--- src/rtl/hnotify_pkg.sv ---
package hnotify_pkg;
   typedef enum logic [2:0] {
      ST_IDLE,
      ST_ADDR,
      ST_DEV,
      ST_DATA,
      ST_DONE,
      ST_SKIP
   } frame_state_e;
endpackage

--- src/rtl/hnotify_frame.sv ---
module hnotify_frame
   import hnotify_pkg::*;
#(
   parameter int BYTE_W = 8,
   parameter int NB     = 2,
   parameter int IDX_W  = 1
) (
   input  logic              clk,
   input  logic              rst_n,
   input  logic [BYTE_W-2:0] host_addr,
   input  logic              bus_start,
   input  logic              bus_stop,
   input  logic              rx_valid,
   input  logic [BYTE_W-1:0] rx_byte,
   output logic              ack,
   output logic              dev_we,
   output logic              data_we,
   output logic [IDX_W-1:0]  data_idx,
   output logic              publish
);
   localparam logic [IDX_W-1:0] LAST_IDX = IDX_W'(NB - 1);

   frame_state_e        state_q, state_d;
   logic [IDX_W-1:0]    idx_q, idx_d;

   always_comb begin
      state_d = state_q;
      idx_d   = idx_q;
      ack     = 1'b0;
      dev_we  = 1'b0;
      data_we = 1'b0;
      publish = 1'b0;
      if (bus_start) begin
         state_d = ST_ADDR;
         idx_d   = '0;
      end else if (bus_stop) begin
         publish = (state_q == ST_DONE);
         state_d = ST_IDLE;
      end else if (rx_valid) begin
         unique case (state_q)
            ST_ADDR: begin
               if (rx_byte[BYTE_W-1:1] == host_addr && !rx_byte[0]) begin
                  ack     = 1'b1;
                  state_d = ST_DEV;
               end else begin
                  state_d = ST_SKIP;
               end
            end
            ST_DEV: begin
               ack     = 1'b1;
               dev_we  = 1'b1;
               idx_d   = '0;
               state_d = ST_DATA;
            end
            ST_DATA: begin
               ack     = 1'b1;
               data_we = 1'b1;
               if (idx_q == LAST_IDX) state_d = ST_DONE;
               else                   idx_d   = idx_q + 1'b1;
            end
            ST_DONE: state_d = ST_SKIP;
            default: ;
         endcase
      end
   end

   assign data_idx = idx_q;

   always_ff @(posedge clk or negedge rst_n) begin
      if (!rst_n) begin
         state_q <= ST_IDLE;
         idx_q   <= '0;
      end else begin
         state_q <= state_d;
         idx_q   <= idx_d;
      end
   end

   AST_SKIP_SILENT: assert property (@(posedge clk) disable iff (!rst_n)
      (state_q == ST_SKIP && !bus_start) |=> (state_q == ST_SKIP || state_q == ST_IDLE));
   AST_PUB_ON_STOP_ONLY: assert property (@(posedge clk) disable iff (!rst_n)
      publish |-> (bus_stop && !bus_start));
endmodule

--- src/rtl/hnotify_assemble.sv ---
module hnotify_assemble #(
   parameter int BYTE_W = 8,
   parameter int NB     = 2,
   parameter int IDX_W  = 1
) (
   input  logic                 clk,
   input  logic                 rst_n,
   input  logic                 dev_we,
   input  logic                 data_we,
   input  logic [IDX_W-1:0]     data_idx,
   input  logic [BYTE_W-1:0]    rx_byte,
   output logic [BYTE_W-2:0]    stage_dev,
   output logic [NB*BYTE_W-1:0] stage_data
);
   always_ff @(posedge clk or negedge rst_n) begin
      if (!rst_n)      stage_dev <= '0;
      else if (dev_we) stage_dev <= rx_byte[BYTE_W-1:1];
   end

   for (genvar g = 0; g < NB; g++) begin : g_lane
      always_ff @(posedge clk or negedge rst_n) begin
         if (!rst_n)
            stage_data[g*BYTE_W +: BYTE_W] <= '0;
         else if (data_we && data_idx == IDX_W'(g))
            stage_data[g*BYTE_W +: BYTE_W] <= rx_byte;
      end
   end
endmodule

--- src/rtl/hnotify_outreg.sv ---
module hnotify_outreg #(
   parameter int DEV_W  = 7,
   parameter int DATA_W = 16
) (
   input  logic              clk,
   input  logic              rst_n,
   input  logic              publish,
   input  logic              clear,
   input  logic [DEV_W-1:0]  stage_dev,
   input  logic [DATA_W-1:0] stage_data,
   output logic              note_valid,
   output logic              note_overrun,
   output logic [DEV_W-1:0]  note_dev,
   output logic [DATA_W-1:0] note_data
);
   always_ff @(posedge clk or negedge rst_n) begin
      if (!rst_n) begin
         note_valid   <= 1'b0;
         note_overrun <= 1'b0;
         note_dev     <= '0;
         note_data    <= '0;
      end else if (publish) begin
         note_valid   <= 1'b1;
         note_overrun <= note_valid && !clear;
         note_dev     <= stage_dev;
         note_data    <= stage_data;
      end else if (clear) begin
         note_valid   <= 1'b0;
         note_overrun <= 1'b0;
      end
   end

   AST_VALID_STICKY: assert property (@(posedge clk) disable iff (!rst_n)
      (note_valid && !clear) |=> note_valid);
   AST_CLEAR_DROPS: assert property (@(posedge clk) disable iff (!rst_n)
      (clear && !publish) |=> (!note_valid && !note_overrun));
   AST_OVR_NEEDS_VALID: assert property (@(posedge clk) disable iff (!rst_n)
      $rose(note_overrun) |-> $past(note_valid));
   AST_HOLD_STABLE: assert property (@(posedge clk) disable iff (!rst_n)
      !publish |=> ($stable(note_data) && $stable(note_dev)));
endmodule

--- src/rtl/hnotify_rx.sv ---
module hnotify_rx #(
   parameter int BYTE_W = 8,
   parameter int DATA_W = 16
) (
   input  logic              clk,
   input  logic              rst_n,
   input  logic [BYTE_W-2:0] host_addr,
   input  logic              bus_start,
   input  logic              bus_stop,
   input  logic              rx_valid,
   input  logic [BYTE_W-1:0] rx_byte,
   output logic              ack_out,
   input  logic              clear,
   output logic              note_valid,
   output logic              note_overrun,
   output logic [BYTE_W-2:0] note_dev,
   output logic [DATA_W-1:0] note_data
);
   localparam int NB    = DATA_W / BYTE_W;
   localparam int IDX_W = (NB > 1) ? $clog2(NB) : 1;
   localparam int DEV_W = BYTE_W - 1;

   if (BYTE_W < 2)                       begin : g_bad_byte  $error("BYTE_W too small");            end
   if (DATA_W % BYTE_W != 0 || NB < 1)   begin : g_bad_data  $error("DATA_W must be whole bytes");  end

   logic              dev_we, data_we, publish;
   logic [IDX_W-1:0]  data_idx;
   logic [DEV_W-1:0]  stage_dev;
   logic [DATA_W-1:0] stage_data;

   hnotify_frame #(.BYTE_W(BYTE_W), .NB(NB), .IDX_W(IDX_W)) i_frame (
      .clk, .rst_n, .host_addr, .bus_start, .bus_stop, .rx_valid, .rx_byte,
      .ack(ack_out), .dev_we, .data_we, .data_idx, .publish
   );

   hnotify_assemble #(.BYTE_W(BYTE_W), .NB(NB), .IDX_W(IDX_W)) i_assemble (
      .clk, .rst_n, .dev_we, .data_we, .data_idx, .rx_byte, .stage_dev, .stage_data
   );

   hnotify_outreg #(.DEV_W(DEV_W), .DATA_W(DATA_W)) i_outreg (
      .clk, .rst_n, .publish, .clear, .stage_dev, .stage_data,
      .note_valid, .note_overrun, .note_dev, .note_data
   );

   AST_ACK_ONLY_BYTE: assert property (@(posedge clk) disable iff (!rst_n)
      ack_out |-> rx_valid);
   AST_RISE_AFTER_STOP: assert property (@(posedge clk) disable iff (!rst_n)
      $rose(note_valid) |-> $past(bus_stop));
endmodule

--- config.mk ---
export PLATFORM = sky130hd
export DESIGN_NAME = hnotify_rx
export DESIGN_NICKNAME = d
export VERILOG_FILES = /design/src/rtl/hnotify_pkg.sv /design/src/rtl/hnotify_frame.sv /design/src/rtl/hnotify_assemble.sv /design/src/rtl/hnotify_outreg.sv /design/src/rtl/hnotify_rx.sv
export SDC_FILE = /design/constraint.sdc
export NUM_CORES = 1
export LEC_CHECK = 0
export CAP_MARGIN = 20
export CORE_MARGIN = 4
export CORE_UTILIZATION = 25
export CTS_BUF_LIST = sky130_fd_sc_hd__clkbuf_16
export CTS_CLUSTER_SIZE = 25
export DETAILED_ROUTE_END_ITERATION = 12
export DONT_BUFFER_PORTS = 1
export GPL_ROUTABILITY_DRIVEN = 0
export REMOVE_ABC_BUFFERS = 1
export SYNTH_ARGS = -nofsm -noshare
export SYNTH_HDL_FRONTEND = slang
export SYNTH_SLANG_ARGS = --single-unit
--- constraint.sdc ---
create_clock -name clk -period 1.9 [get_ports clk]
set_input_delay 0.38 -clock clk [delete_from_list [all_inputs] [get_ports clk]]
set_output_delay 0.38 -clock clk [all_outputs]
set_load 0.01 [all_outputs]
* Word level (Yosys, flattened, before mapping)
Cells that the tools add are included.
** Word-level totals
- Register bits :: 52
- Bits in latches :: 0
- RAM bits :: 0
- Bits in read-only memories :: 0
- Input bits :: 21
- Output and inout bits :: 26
- Word-level logic and storage cells :: 61
- Memories :: 0
** Operators by class
- Add/subtract/negate cells :: 1
- Multiply operators :: 0
- Div/mod/pow operators :: 0
- Magnitude comparators :: 0
- Eq/ne operators :: 7
- Shift-type cells :: 0
- Mux-type cells :: 29
- Bitwise operators :: 1
- Reduce and logical (&&, ||, !) cells :: 14
** Operators by type and width (number)
- 1-bit 2-to-1 mux :: 21
- 3-bit 2-to-1 mux :: 5
- 3-bit one-hot mux with 4 select lines :: 1
- 7-bit equality test :: 1
- 3-bit by 2-bit equality test with 1-bit output (second input constant) :: 2
- 3-bit AND reduction :: 2
- 3-bit nonzero test :: 2
- 6-bit nonzero test :: 1
- 1-bit logical AND :: 4
- 4-bit by 3-bit inequality test with 1-bit output (second input constant) :: 1
- 1-bit one-hot mux with 2 select lines :: 2
- 2-bit nonzero test :: 2
- 3-bit by 1-bit equality test with 1-bit output (second input constant) :: 1
- 3-bit equality test (second input constant) :: 1
- 1-bit zero test :: 2
- 2-bit inequality test (second input constant) :: 1
- 2-bit OR reduction :: 1
- 1-bit adder (second input constant) :: 1
- 1-bit NOT :: 1

* Depth between registers and ports, before layout
- Word-level depth :: 7
- Depth in mapped cells :: 5
- Mapped depth without buffers :: 4

* Cells and area by module
From an unflattened synthesis, not the netlist that was laid out.
** Second synthesis, totals
- Cell total of the unflattened synthesis :: 150
- Area total of the unflattened synthesis :: 2309.7 sq um
** By module, submodules not included
- hnotify_outreg :: instances 1, cells each 55, area an instance 1028.5 sq um, seq. area each 625.6 sq um
- hnotify_assemble :: instances 1, cells each 50, area an instance 900.9 sq um, seq. area each 575.6 sq um
- hnotify_frame :: instances 1, cells each 45, area an instance 380.4 sq um, seq. area each 100.1 sq um

* Worst setup path before layout
Ideal clock, no wire load.
- Path kind :: register -> register
- Start :: reg i_frame.state_q[0]
- End :: reg i_outreg.note_data[5]
- Setup time :: 125 ps
- Arrival :: 1480 ps
- Data required time :: 1775 ps
- Setup slack :: 296 ps
- Cell stages (with the launch flop) :: 5
- Path buffers :: 2
- Period minus slack after synthesis :: 1604 ps
- Cell sequence :: dfrtp_1 buf_6 nor4_4 buf_6 mux2_2
** On the way
- Word-level cells in the longest chain between the ends :: 3
** Ends and longest elaborated chain
- start, declared :: RTL line hnotify_frame.sv:23 : frame_state_e state_q, state_d;
- start signal, assigned :: RTL line hnotify_frame.sv:74 : state_q <= state_d;
- 3-bit equality test :: RTL line hnotify_frame.sv:37 : publish = (state_q == ST_DONE);
- 1-bit 2-to-1 mux :: RTL line hnotify_frame.sv:36 : end else if (bus_stop) begin
- 1-bit 2-to-1 mux :: RTL line hnotify_frame.sv:33 : if (bus_start) begin
- end signal, assigned :: RTL line hnotify_outreg.sv:26 : note_data <= stage_data;
- end, declared :: RTL line hnotify_outreg.sv:14 : output logic [DATA_W-1:0] note_data
Every way passes these cells.
A chain may end at the register's enable or synchronous reset.

* Worst setup path after layout
- Start :: reg i_frame.state_q[2]
- End :: out ack_out
** On the way
- Word-level cells in the longest chain between the ends :: 6
- Elaborated cells between the ends (all ways) :: 8
- Classes of those cells :: 3 x eq/ne; 4 x mux; 1 x reduce/logical
** Ends and longest elaborated chain
- 3-bit by 2-bit equality test with 1-bit output :: RTL line hnotify_frame.sv:40 : unique case (state_q)
- 2-bit OR reduction (no source line)
- 1-bit one-hot mux with 2 select lines * :: RTL line hnotify_frame.sv:40
- 1-bit 2-to-1 mux * :: RTL line hnotify_frame.sv:39 : end else if (rx_valid) begin
- 1-bit 2-to-1 mux * :: RTL line hnotify_frame.sv:36
- 1-bit 2-to-1 mux * :: RTL line hnotify_frame.sv:33
- end, declared :: RTL line hnotify_rx.sv:12 : output logic ack_out,
Every way passes the cells marked *; elsewhere a longest branch is shown, timed or not.

==> impl_metrics.yaml <==
yosys:
  avgSynthCellArea_sq_um: 15.1
  synth.top_cell.area_share: 0.593
  async_flop_share: 1.00
  netlist_top_cells_count: "dfrtp_1 (52), mux2_2 (38), mux2_1 (7), xor2_1 (7), nand2_1 (6)"
  synth_enable_flop_cells: 0
  synth.most_common_cell: "dfrtp_1"
  ys_ff_latch: 52
  yosysTopAreaCell: "dfrtp_1"
  synth_cell_types: 31
  syn_area_sq_um: 2200
  synth_area_leaders: "dfrtp_1 (59%), mux2_2 (19%), mux2_1 (3.6%), xor2_1 (2.8%), buf_6 (2.1%)"
  ys_seq_area_frac: 0.593
  synth_flop_cell: "dfrtp_1"
  synth.yosys.warnings: 0
  netlist_instances: 145
layout:
  area_delta_synth_final_pct: 13.5
  multiInputGateArea_sq_um: 837
  final_cells: 259
  regArea_sq_um: 1300
  fillers: 855
  drive_above_1_share: 0.383
  nets: 174
  post-route-util: 0.297
  antenna_cells: 0
worst_setup_path:
  cp_max_fo: 6
  worstPathArrival_ns: 1.43
  end_kind: "output port"
  required_ns: 1.52
  crit_type: "reg -> out"
  start_kind: "flip-flop"
place:
  dpl_worst_slack_ns: 0.102
  io_buffers: 0
  post-dp-hpwl_um: 3200
  dp.cells: 249
cts:
  clock-sinks: 52
  cts-htree-levels: 2
  cts_tree: "done"
  cts_resized: 0
  cts_buffers: 5
  clk_pin_slew_ns: 0.07
  cts_root_buf: "clkbuf_16"
  cts_buffer_depth: 2
  clk_latency_ns: 0.29
timing:
  timing.slew.headroom: 0.784
  clock.fmax_ghz: 0.553
  finalSetupViolations: 0
  worst_slew_pin_slew_ns: 0.322
  fin_hold_ws_ns: 0.150
  period_share: 0.952
  finalHoldViolCount: 0
  grt_setup_unrepaired: "false"
  slew_viol_final: 0
  worst_slack_ns: 0.0913
  fin_skew_ns: 0.00483
  fin_crit_ns: 1.81
power:
  power.internal_mw: 1.63
  p_leak_nw: 1.23
  pwr-share-seq: 0.533
  power.switching_uw: 457
  combinationalPowerShare: 0.037
  p_clk_frac: 0.430
  vdd_drop_max_v: 0.000324
  cellPowerDensity_nw_per_um2: 839
  switching_share: 0.218
  p_total_mw: 2.09
detailed_routing:
  vias_per_cell: 4.56
  ant_nets: 0
  drt-initial-drc-count: 23
  finalWirelength_um: 4510
  post_drt_wl_per_cell_um: 17.4
  via_count: 1180
  route.detailed.drc: 0
  drt-pass1-iter-count: 4
floorplan:
  die_h_um: 102
  core_area_sq_um: 8380
  rows: 33
  die_w_um: 102
  initial_core_util: 0.262
  dieArea_sq_um: 10300
  ios: 47
global_routing:
  antenna_found_initial: 0
  grt_overflow: 0
  grt_max_degree: 53
  grt_pass1_wl_um: 7120
  grt_pass1_vias: 1250
  grt_util_all_layers: 0.0919
worst_hold_path:
  holdCritPathClass: "in -> reg"
job:
  maxCapViolCount: 0
run_status:
  outcome: "finished clean"
what timing repair did:
action | in CTS | in global routing
buffers inserted | 0 | 0
hold buffers | 2 | 0
endpoints found under the hold margin | 52 | 0
registers in the layout, indices dropped and copies added, names as in the netlist:
signal	count
i_frame.data_idx	1
i_outreg.note_data	16
i_outreg.note_overrun	1
i_assemble.stage_dev	7
i_assemble.stage_data	16
i_frame.state_q	3
i_outreg.note_dev	7
i_outreg.note_valid	1
worst max-delay path, cell delays in order (launching register included):
cell and delay, ns:
dfrtp_1 0.43, and2b_1 0.28, and3_4 0.26, o21bai_1 0.18
routing by layer:
metal / wire (um) / share of wire / track usage / vias to the layer above
met2: 1970 / 0.44 / 0.135 / 43
met4: 29 / 0.0064 / 0.0245 / 0
met1: 2130 / 0.47 / 0.126 / 601
li1: - / - / - / 532
met3: 379 / 0.084 / 0.0358 / 4
met5: 0 / 0 / 0 / -
placed cells by master (no fill, tap or decap), types with 2 or more instances in the layout:
cell type   n
nand2_1     6
nor2_1      3
inv_1       2
clkbuf_16   5
buf_4       4
mux2i_1     2
mux2_2     38
nor4_1      2
xor2_1      7
dfrtp_1    52
mux2_1      7
nand3_1     2
area by class of cell:
cell class              count  share of cell area
clock buffers               5              0.0502
clock inverters             3             0.00904
inverters                   2             0.00301
multi-input cells          86               0.336
flip-flops and latches     52               0.522
well taps                 105              0.0527
repair buffers              6              0.0271
path summary, 6_finish.rpt:
kind	startpoint	to	slack (ns)	cells past startpoint
max	i_frame.state_q[2]	ack_out	0.09	3
min	clear	i_outreg.note_overrun	0.15	1
max reg2reg	i_frame.state_q[2]	i_assemble.stage_dev[0]	0.27	4
min reg2reg	i_assemble.stage_data[12]	i_outreg.note_data[12]	0.49	1
max in group asynchronous	rst_n	i_outreg.note_dev[2]	1.05	2
min in group asynchronous	rst_n	i_outreg.note_data[0]	0.63	2
power groups by stage:
stage | Clock (mW) | Sequential (mW) | Combinational (mW)
6_report | 0.899 | 1.11 | 0.0765
5_1_grt | 0.989 | 1.11 | 0.0871
4_1_cts | 0.945 | 1.11 | 0.0795
3_5_place_dp | 0 | 1.14 | 0.0474
3_3_place_gp | 0 | 1.14 | 0.0465
2_1_floorplan | 0 | 1.14 | 0.0302
kinds of logic (layout without fill, tap and decap cells):
group | count (synthesis) | after routing | share of synthesized area
XOR/XNOR | 7 | 7 | 0.0279
AND/OR/NAND/NOR | 22 | 22 | 0.0735
buffers and inverters | 7 | 16 | 0.0262
multiplexers | 48 | 48 | 0.247
flip-flops | 52 | 52 | 0.593
AO/OA/AOI/OAI | 9 | 9 | 0.0330
through the flow:
| step | TNS, ns | instance area (sq um) |
|---|---|---|
| 6_report | 0 | 2490 |
| 5_1_grt | 0 | 2490 |
| 4_1_cts | 0 | 2490 |
| 3_5_place_dp | 0 | 2310 |
| 3_3_place_gp | 0 | 2310 |
| 2_1_floorplan | -3.43 | 2150 |
Note: power is estimated with default switching activity, not from simulation.
